[src/rtl/uirq_pkg.sv]
package uirq_pkg;
  localparam int NSRC   = 4;
  localparam int CODE_W = 4;

  typedef enum logic [CODE_W-1:0] {
    IID_MS   = 4'h0,
    IID_NONE = 4'h1,
    IID_THRE = 4'h2,
    IID_RXD  = 4'h4,
    IID_RLS  = 4'h6
  } iid_e;

  localparam logic [7:0] LSR_ERR_MASK = 8'h1E;

  // source index 0 is the highest priority
  function automatic iid_e src_code(input int idx);
    case (idx)
      0:       return IID_RLS;
      1:       return IID_RXD;
      2:       return IID_THRE;
      default: return IID_MS;
    endcase
  endfunction

  // enable register bit that qualifies each source index
  function automatic int src_en_bit(input int idx);
    case (idx)
      0:       return 2;
      1:       return 0;
      2:       return 1;
      default: return 3;
    endcase
  endfunction
endpackage

[src/rtl/uirq_ier_reg.sv]
module uirq_ier_reg #(
  parameter int DATA_W = 8,
  parameter int IER_W  = 4
) (
  input  logic              clk,
  input  logic              rst,
  input  logic              ier_wr,
  input  logic [DATA_W-1:0] wr_data,
  input  logic              thr_empty,
  input  logic              thre_set,
  input  logic              thre_clr,
  output logic [IER_W-1:0]  ier_q,
  output logic              thre_pend_q
);
  logic pend_set;
  assign pend_set = thre_set | (ier_wr & thr_empty);

  always_ff @(posedge clk) begin
    if (rst) begin
      ier_q       <= '0;
      thre_pend_q <= 1'b0;
    end else begin
      if (ier_wr) ier_q <= wr_data[IER_W-1:0];
      if (pend_set)      thre_pend_q <= 1'b1;
      else if (thre_clr) thre_pend_q <= 1'b0;
    end
  end


  ier_low_chk: assert property (@(posedge clk) disable iff (rst)
    ier_wr |=> ier_q == $past(wr_data[IER_W-1:0]));


  thre_set_chk: assert property (@(posedge clk) disable iff (rst)
    (ier_wr && thr_empty) |=> thre_pend_q);
endmodule

[src/rtl/uirq_src.sv]
module uirq_src
  import uirq_pkg::*;
#(
  parameter int LSR_W = 8,
  parameter int MSD_W = 4
) (
  input  logic [NSRC-1:0]  ier,
  input  logic [LSR_W-1:0] lsr,
  input  logic             thre_pend,
  input  logic [MSD_W-1:0] msr_delta,
  output logic [NSRC-1:0]  req
);
  logic [NSRC-1:0] raw;

  always_comb begin
    raw    = '0;
    raw[0] = |(lsr & LSR_W'(LSR_ERR_MASK));
    raw[1] = lsr[0];
    raw[2] = thre_pend;
    raw[3] = |msr_delta;
  end

  for (genvar i = 0; i < NSRC; i++) begin : g_qual
    assign req[i] = raw[i] & ier[src_en_bit(i)];
  end
endmodule

[src/rtl/uirq_prio.sv]
module uirq_prio
  import uirq_pkg::*;
(
  input  logic [NSRC-1:0] req,
  output iid_e            code,
  output logic [NSRC-1:0] grant
);
  assign grant[0] = req[0];
  for (genvar i = 1; i < NSRC; i++) begin : g_grant
    assign grant[i] = req[i] & ~(|req[i-1:0]);
  end

  always_comb begin
    code = IID_NONE;
    for (int i = NSRC - 1; i >= 0; i--) begin
      if (req[i]) code = src_code(i);
    end
  end
endmodule

[src/rtl/uirq_ident.sv]
module uirq_ident
  import uirq_pkg::*;
#(
  parameter int DATA_W = 8,
  parameter int LSR_W  = 8,
  parameter int MSD_W  = 4
) (
  input  logic              clk,
  input  logic              rst,
  input  logic              ier_wr,
  input  logic [DATA_W-1:0] ier_wdata,
  input  logic [LSR_W-1:0]  lsr,
  input  logic [MSD_W-1:0]  msr_delta,
  input  logic              thr_empty,
  input  logic              thre_set,
  input  logic              thre_clr,
  input  logic              iir_hi_wr,
  input  logic [DATA_W-CODE_W-1:0] iir_hi_data,
  output logic [NSRC-1:0]   ier_o,
  output logic              thre_pend_o,
  output logic [DATA_W-1:0] iir_o,
  output logic              irq_o
);
  localparam int HI_W = DATA_W - CODE_W;

  logic [NSRC-1:0]   ier_q;
  logic              pend_q;
  logic [NSRC-1:0]   req;
  logic [NSRC-1:0]   grant;
  iid_e              prio_code;
  iid_e              code_d;
  logic [CODE_W-1:0] iir_lo_q;
  logic [HI_W-1:0]   iir_hi_q;

  uirq_ier_reg #(.DATA_W(DATA_W), .IER_W(NSRC)) u_ier (
    .clk(clk), .rst(rst), .ier_wr(ier_wr), .wr_data(ier_wdata),
    .thr_empty(thr_empty), .thre_set(thre_set), .thre_clr(thre_clr),
    .ier_q(ier_q), .thre_pend_q(pend_q)
  );

  uirq_src #(.LSR_W(LSR_W), .MSD_W(MSD_W)) u_src (
    .ier(ier_q), .lsr(lsr), .thre_pend(pend_q),
    .msr_delta(msr_delta), .req(req)
  );

  uirq_prio u_prio (.req(req), .code(prio_code), .grant(grant));

  // an all-zero enable register forces the none code
  assign code_d = (ier_q == '0) ? IID_NONE : prio_code;

  always_ff @(posedge clk) begin
    if (rst) begin
      iir_lo_q <= IID_NONE;
      iir_hi_q <= '0;
      irq_o    <= 1'b0;
    end else begin
      iir_lo_q <= code_d;
      irq_o    <= (code_d != IID_NONE);
      if (iir_hi_wr) iir_hi_q <= iir_hi_data;
    end
  end

  assign iir_o       = {iir_hi_q, iir_lo_q};
  assign ier_o       = ier_q;
  assign thre_pend_o = pend_q;


  irq_code_chk: assert property (@(posedge clk) disable iff (rst)
    irq_o == (iir_o[CODE_W-1:0] != IID_NONE));


  ier_zero_chk: assert property (@(posedge clk) disable iff (rst)
    (ier_q == '0) |=> !irq_o);


  iir_hi_keep_chk: assert property (@(posedge clk) disable iff (rst)
    !iir_hi_wr |=> $stable(iir_o[DATA_W-1:CODE_W]));


  grant_onehot_chk: assert property (@(posedge clk) disable iff (rst)
    $onehot0(grant));
endmodule

[config.mk]
export PLATFORM = sky130hd
export DESIGN_NAME = uirq_ident
export DESIGN_NICKNAME = d
export VERILOG_FILES = /design/src/rtl/uirq_pkg.sv /design/src/rtl/uirq_ier_reg.sv /design/src/rtl/uirq_src.sv /design/src/rtl/uirq_prio.sv /design/src/rtl/uirq_ident.sv
export SDC_FILE = /design/constraint.sdc
export NUM_CORES = 1
export LEC_CHECK = 0
export ABC_AREA = 0
export BUFFER_PORTS_ARGS = -buffer_cell sky130_fd_sc_hd__buf_2
export CAP_MARGIN = 25
export CORE_MARGIN = 4
export CORE_UTILIZATION = 31
export DETAILED_ROUTE_END_ITERATION = 10
export HOLD_SLACK_MARGIN = 0.02
export PLACE_DENSITY = 0.71
export SYNTH_ARGS = -nofsm -noshare
export SYNTH_HDL_FRONTEND = slang
export SYNTH_SLANG_ARGS = --single-unit
export TNS_END_PERCENT = 30
[constraint.sdc]
create_clock -name clk -period 0.9 [get_ports clk]
set_input_delay 0.045 -clock clk [delete_from_list [all_inputs] [get_ports clk]]
set_output_delay 0.045 -clock clk [all_outputs]
set_load 0.01 [all_outputs]
Word-level counts from Yosys, hierarchy flattened
Cells that the tools add are included.
{ "totals": {"out_inout_bits": 14, "input_bits": 31, "register_bits": 14, "word_cells": 23} }
{ "classes": {"bitwise": 6, "reduce_logical": 4, "mux": 7, "eq_ne": 1} }
{ "op_table": {"columns": ["operator", "count"], "rows": [
  ["4-bit 2-to-1 mux", 4],
  ["4-bit OR reduction", 2],
  ["1-bit AND", 5],
  ["4-bit zero test", 1],
  ["4-bit by 1-bit inequality test with 1-bit output, second input constant", 1],
  ["1-bit 2-to-1 mux", 3],
  ["2-bit nonzero test", 1],
  ["1-bit OR", 1]
]} }

Longest topological paths before layout
{ "depth": {"ltp_word": 8, "ltp_mapped": 3, "mapped_depth_nobuf": 3} }

Cells and area by module
From an unflattened synthesis, not the netlist that was laid out.
{ "unflattened": {"cells_unflattened": 58, "hier_area_um2": 595.6} }
{ "by_module_without_submodules": {"columns": ["mod", "area_per_inst_um2", "cells_per_inst", "n_inst"], "rows": [
  ["uirq_ident", 309.0, 26, 1],
  ["uirq_ier_reg", 182.7, 17, 1],
  ["uirq_prio", 68.8, 11, 1],
  ["uirq_src", 35.0, 4, 1]
]} }

Worst setup path before layout
No wires, ideal clock.
{ "synth_timing": {"path_kind": "register to register", "startpoint": "register u_ier.ier_q[3]", "endpoint": "register iir_lo_q[1]", "slack_ns": -0.068, "required_time_ns": 0.767, "synth_period_minus_slack_ns": 0.968, "arrival_time_ns": 0.836, "stages_incl_launch_ff": 4, "setup_ns": 0.133, "path_cell_list": "dfxtp_1 > nor4_1 > or2_2 > a21oi_1"} }
{ "synth_via": {"elab_chain_len": 2} }
{ "synth_lines": {"columns": ["item", "line_no", "text"], "rows": [
  ["start, declared", "uirq_ier_reg.sv:12", "output logic [IER_W-1:0] ier_q,"],
  ["start signal, assigned", "uirq_ier_reg.sv:23", "if (ier_wr) ier_q <= wr_data[IER_W-1:0];"],
  ["4-bit zero test", "uirq_ident.sv:49", "assign code_d = (ier_q == '0) ? IID_NONE : prio_code;"],
  ["4-bit 2-to-1 mux", "uirq_ident.sv:49", null],
  ["end signal, assigned", "uirq_ident.sv:57", "iir_lo_q <= code_d;"],
  ["end, declared", "uirq_ident.sv:32", "logic [CODE_W-1:0] iir_lo_q;"]
]} }
No other way between the ends.
A chain may end at the register's enable or synchronous reset.

Worst setup path in the final report
{ "layout_timing": {"startpoint": "register u_ier.ier_q[2]", "endpoint": "register iir_lo_q[1]"} }
{ "layout_via": {"elab_chain_len": 3, "word_cells_on_any_way": 4, "classes_between": "2 x mux; 1 x bitwise; 1 x reduce/logical"} }
{ "layout_lines": {"columns": ["item", "line_no", "text"], "rows": [
  ["1-bit AND", "uirq_src.sv:24", "assign req[i] = raw[i] & ier[src_en_bit(i)];"],
  ["4-bit 2-to-1 mux", "uirq_prio.sv:16", "if (req[i]) code = src_code(i);"],
  ["4-bit 2-to-1 mux *", "uirq_ident.sv:49", null]
]} }
Every way passes the cells marked *; elsewhere a longest branch is shown, timed or not.

==> flow_summary.yaml <==
cells_and_area:
  drive_gt1_share_pct: 54.6
  multi_input_area_um2: 249
  final.fill_count: 142
  final_nets: 129
  area_growth_syn_to_layout_pct: 71.4
  seqCellArea_um2: 265
  num_antenna_cells: 0
  postLayoutCellArea_um2: 868
sta:
  grt_setup_unrepaired: "true"
  final.min_clock_period_ns: 0.949
  fmax_ghz: 1.05
  final.setup.worst_slack_ns: -0.0492
  fin_worst_skew_ns: 0.00485
  tns_ns: -0.118
  whs_ns: 0.0165
  maxSlewViolCount: 0
  timing.final.crit_share_pct: 105
  setup_viol: 3
  finalHoldViolations: 0
routing:
  first_pass_iters: 4
  drt-vias-per-instance: 4.55
  ant_nets: 0
  wl_per_cell_um: 12.5
  drc: 0
  drt-total-wl_um: 1410
  vias: 514
  drt_iter0_drc: 1
floorplan:
  fp.dieH_um: 48.4
  start_util_pct: 33.3
  rows: 14
  dieWidth_um: 48.4
  core_mm2: 0.00152
  io_pins: 45
  die_area_mm2: 0.00235
worst_setup_path:
  cpMaxStageDelayCell: "dfxtp_2"
  rr_endpoint: "iir_lo_q[1]$_SDFF_PP0_"
  crit_type: "reg2reg"
  rr_startpoint: "u_ier.ier_q[2]$_SDFFE_PP0P_"
  crit_path_max_fanout: 2
  slowest_delay_ns: 0.34
  cp_cell_sequence: "nor4_4 -> or2_4 -> a21oi_1"
  cp.arrival_ns: 1.11
  cp-start-kind: "flop"
  reg2regPathDepth: 3
  end_kind: "flop"
  worstPathRequired_ns: 1.06
  r2r_slack_ns: -0.05
grt:
  antenna_found_initial: 0
  grt.total_usage_pct: 11.8
  grt_pass1_vias: 509
  grt-ovfl-total: 0
  grt_max_degree: 12
  grt_first_pass_wirelength_um: 2190
power_and_ir_drop:
  p_comb_share_pct: 21.4
  netSwitchingPower_uw: 320
  seqPwrFrac_pct: 50.5
  p_clk_share_pct: 28.1
  swShare_pct: 25.4
  power.internal_uw: 939
  p_per_area_mw_per_mm2: 1450
  p_leak_uw: 0.000437
  total_power_uw: 1260
  peakVddDrop_mv: 0.803
yosys:
  syn_area_per_cell_um2: 9.94
  synthArstFlopShare_pct: 0
  synth_top_area_cell: "dfxtp_1"
  synth_top_cells_by_area: "dfxtp_1 (51%), mux2i_1 (16%), nor2_1 (6.7%), o41ai_4 (5.4%), a21oi_1 (4.0%)"
  synth_fa_ha_area_share_pct: 0
  synth_top_family_by_area: "multiplexers"
  syn_inst: 51
  ys_ff_latch: 13
  synth_most_common_cell: "dfxtp_1"
  synth_nets: 82
  synth_mux_area_share_pct: 15.8
  ys_types: 17
  ys_warn_count: 0
  synth_flop_cell: "dfxtp_1"
  synth.top_cells.by_count: "dfxtp_1 (13), nor2_1 (9), mux2i_1 (8), a21oi_1 (4)"
  synth-simple-area-share_pct: 14.8
  synthXorXnorAreaFrac_pct: 0
  synth_top_area_share_pct: 51.4
  synth_area_um2: 507
  yosysSeqAreaShare_pct: 51.4
  synth_compound_area_share_pct: 13.6
  synth_edf_count: 0
clocking:
  postCtsSetupRepairBufs: 0
  clk_pin_slew_ns: 0.08
  cts-root-buf: "clkbuf_4"
  clk_latency_ns: 0.27
  cts_buffers: 3
  cts_tree: "yes"
  max-clock-path-buffers: 2
  cts.sinks: 13
  h-tree-depth: 1
worst_hold_path:
  min_from: "iir_hi_data[0]"
  hold_depth: 3
  hold_path_end: "iir_hi_q[0]$_SDFFE_PP0P_"
  hold_path_class: "in2reg"
place:
  place.gp.congestion: 0.736
  placed_cell_area_um2: 733
  place_hpwl_um: 1060
  numPortBuffers: 36
flow_run:
  cap_violations: 0
status:
  failed_checks: "negative setup slack"
  status: "finished with violations"
## metal layers
layer / routed length, um / global-route usage (%) / part of all wire [%]
met5: 0 / 0 / 0
met1: 563 / 13.3 / 40
met3: 83 / 2.76 / 5.9
met4: 23 / 5.53 / 1.6
met2: 740 / 20.7 / 52
## critical path, delay by kind of cell (launching register included)
kind               cells  cell delay, ns
AOI/OAI and AO/OA      1            0.04
and+or+nand+nor        2            0.46
DFF                    1            0.34
## kinds of logic after synthesis
family          count (synthesis)
mux                             8
buf+inv                         4
compound gates                  8
simple gates                   17
other cells                     1
flops                          13
## registers in the layout (all words and copies together) (netlist names)
name	flops
u_ier.ier_q	4
irq_o	1
iir_hi_q	4
u_ier.thre_pend_q	1
iir_lo_q	3
## stage by stage
step,setup slack (ns),util [%],instances
after global placement,-0.0389,48.1,104
after CTS,-0.0164,56.7,113
after detailed placement,-0.0363,48.1,104
after global routing,-0.0968,57.0,113
after floorplan,-0.0318,-,51
final,-0.0492,57.0,113
## cell usage in the layout, fill, tap and decap left out, drive strengths merged
| master | synthesis | layout |
|---|---|---|
| conb | 1 | 1 |
| nand2 | 4 | 4 |
| nand2b | 1 | 1 |
| dlygate4sd3 | 0 | 5 |
| o41ai | 2 | 2 |
| nand3 | 1 | 1 |
| a21oi | 4 | 4 |
| clkbuf | 3 | 4 |
| nor4 | 1 | 1 |
| nor2 | 9 | 9 |
| or2 | 1 | 1 |
| o21ai | 1 | 1 |
| mux2i | 8 | 8 |
| dfxtp | 13 | 13 |
| buf | 1 | 41 |
| o21a | 1 | 1 |
## how the worst max path moves through the flow
stage                                 from                     end  slack, ns  depth (start not counted)
2_1_floorplan  u_ier.ier_q[2]$_SDFFE_PP0P_  iir_lo_q[1]$_SDFF_PP0_      -0.03                          3
3_3_place_gp                  msr_delta[1]        irq_o$_SDFF_PP0_      -0.04                          4
3_5_place_dp                  msr_delta[1]        irq_o$_SDFF_PP0_      -0.04                          4
4_1_cts        u_ier.ier_q[2]$_SDFFE_PP0P_  iir_lo_q[2]$_SDFF_PP0_      -0.02                          3
5_1_grt        u_ier.ier_q[2]$_SDFFE_PP0P_        irq_o$_SDFF_PP0_       -0.1                          3
6_report       u_ier.ier_q[2]$_SDFFE_PP0P_  iir_lo_q[1]$_SDFF_PP0_      -0.05                          3
## power groups by stage
stage               Clock (uW)  Combinational (uW)  Sequential [uW]
floorplan                    0                86.8              663
global placement             0                 216              641
detailed placement           0                 223              642
CTS                        359                 268              636
global route               381                 294              640
finish                     354                 269              636
## what timing repair did
item | 4_1_cts | 5_1_grt
pin swaps | 1 | 0
hold buffers | 5 | 0
endpoints found under the hold margin | 5 | 0
resized for setup | 13 | 1
endpoints found under the setup margin | 7 | 8
gates cloned | 0 | 0
## final cells by class
| cell class | count | area share (%) |
|---|---|---|
| well taps | 16 | 2.31 |
| clock buffers | 4 | 3.03 |
| flip-flops and latches | 13 | 30.5 |
| repair buffers | 46 | 35.4 |
| multi-input cells | 34 | 28.7 |
Note: power is estimated with default switching activity, not from simulation.
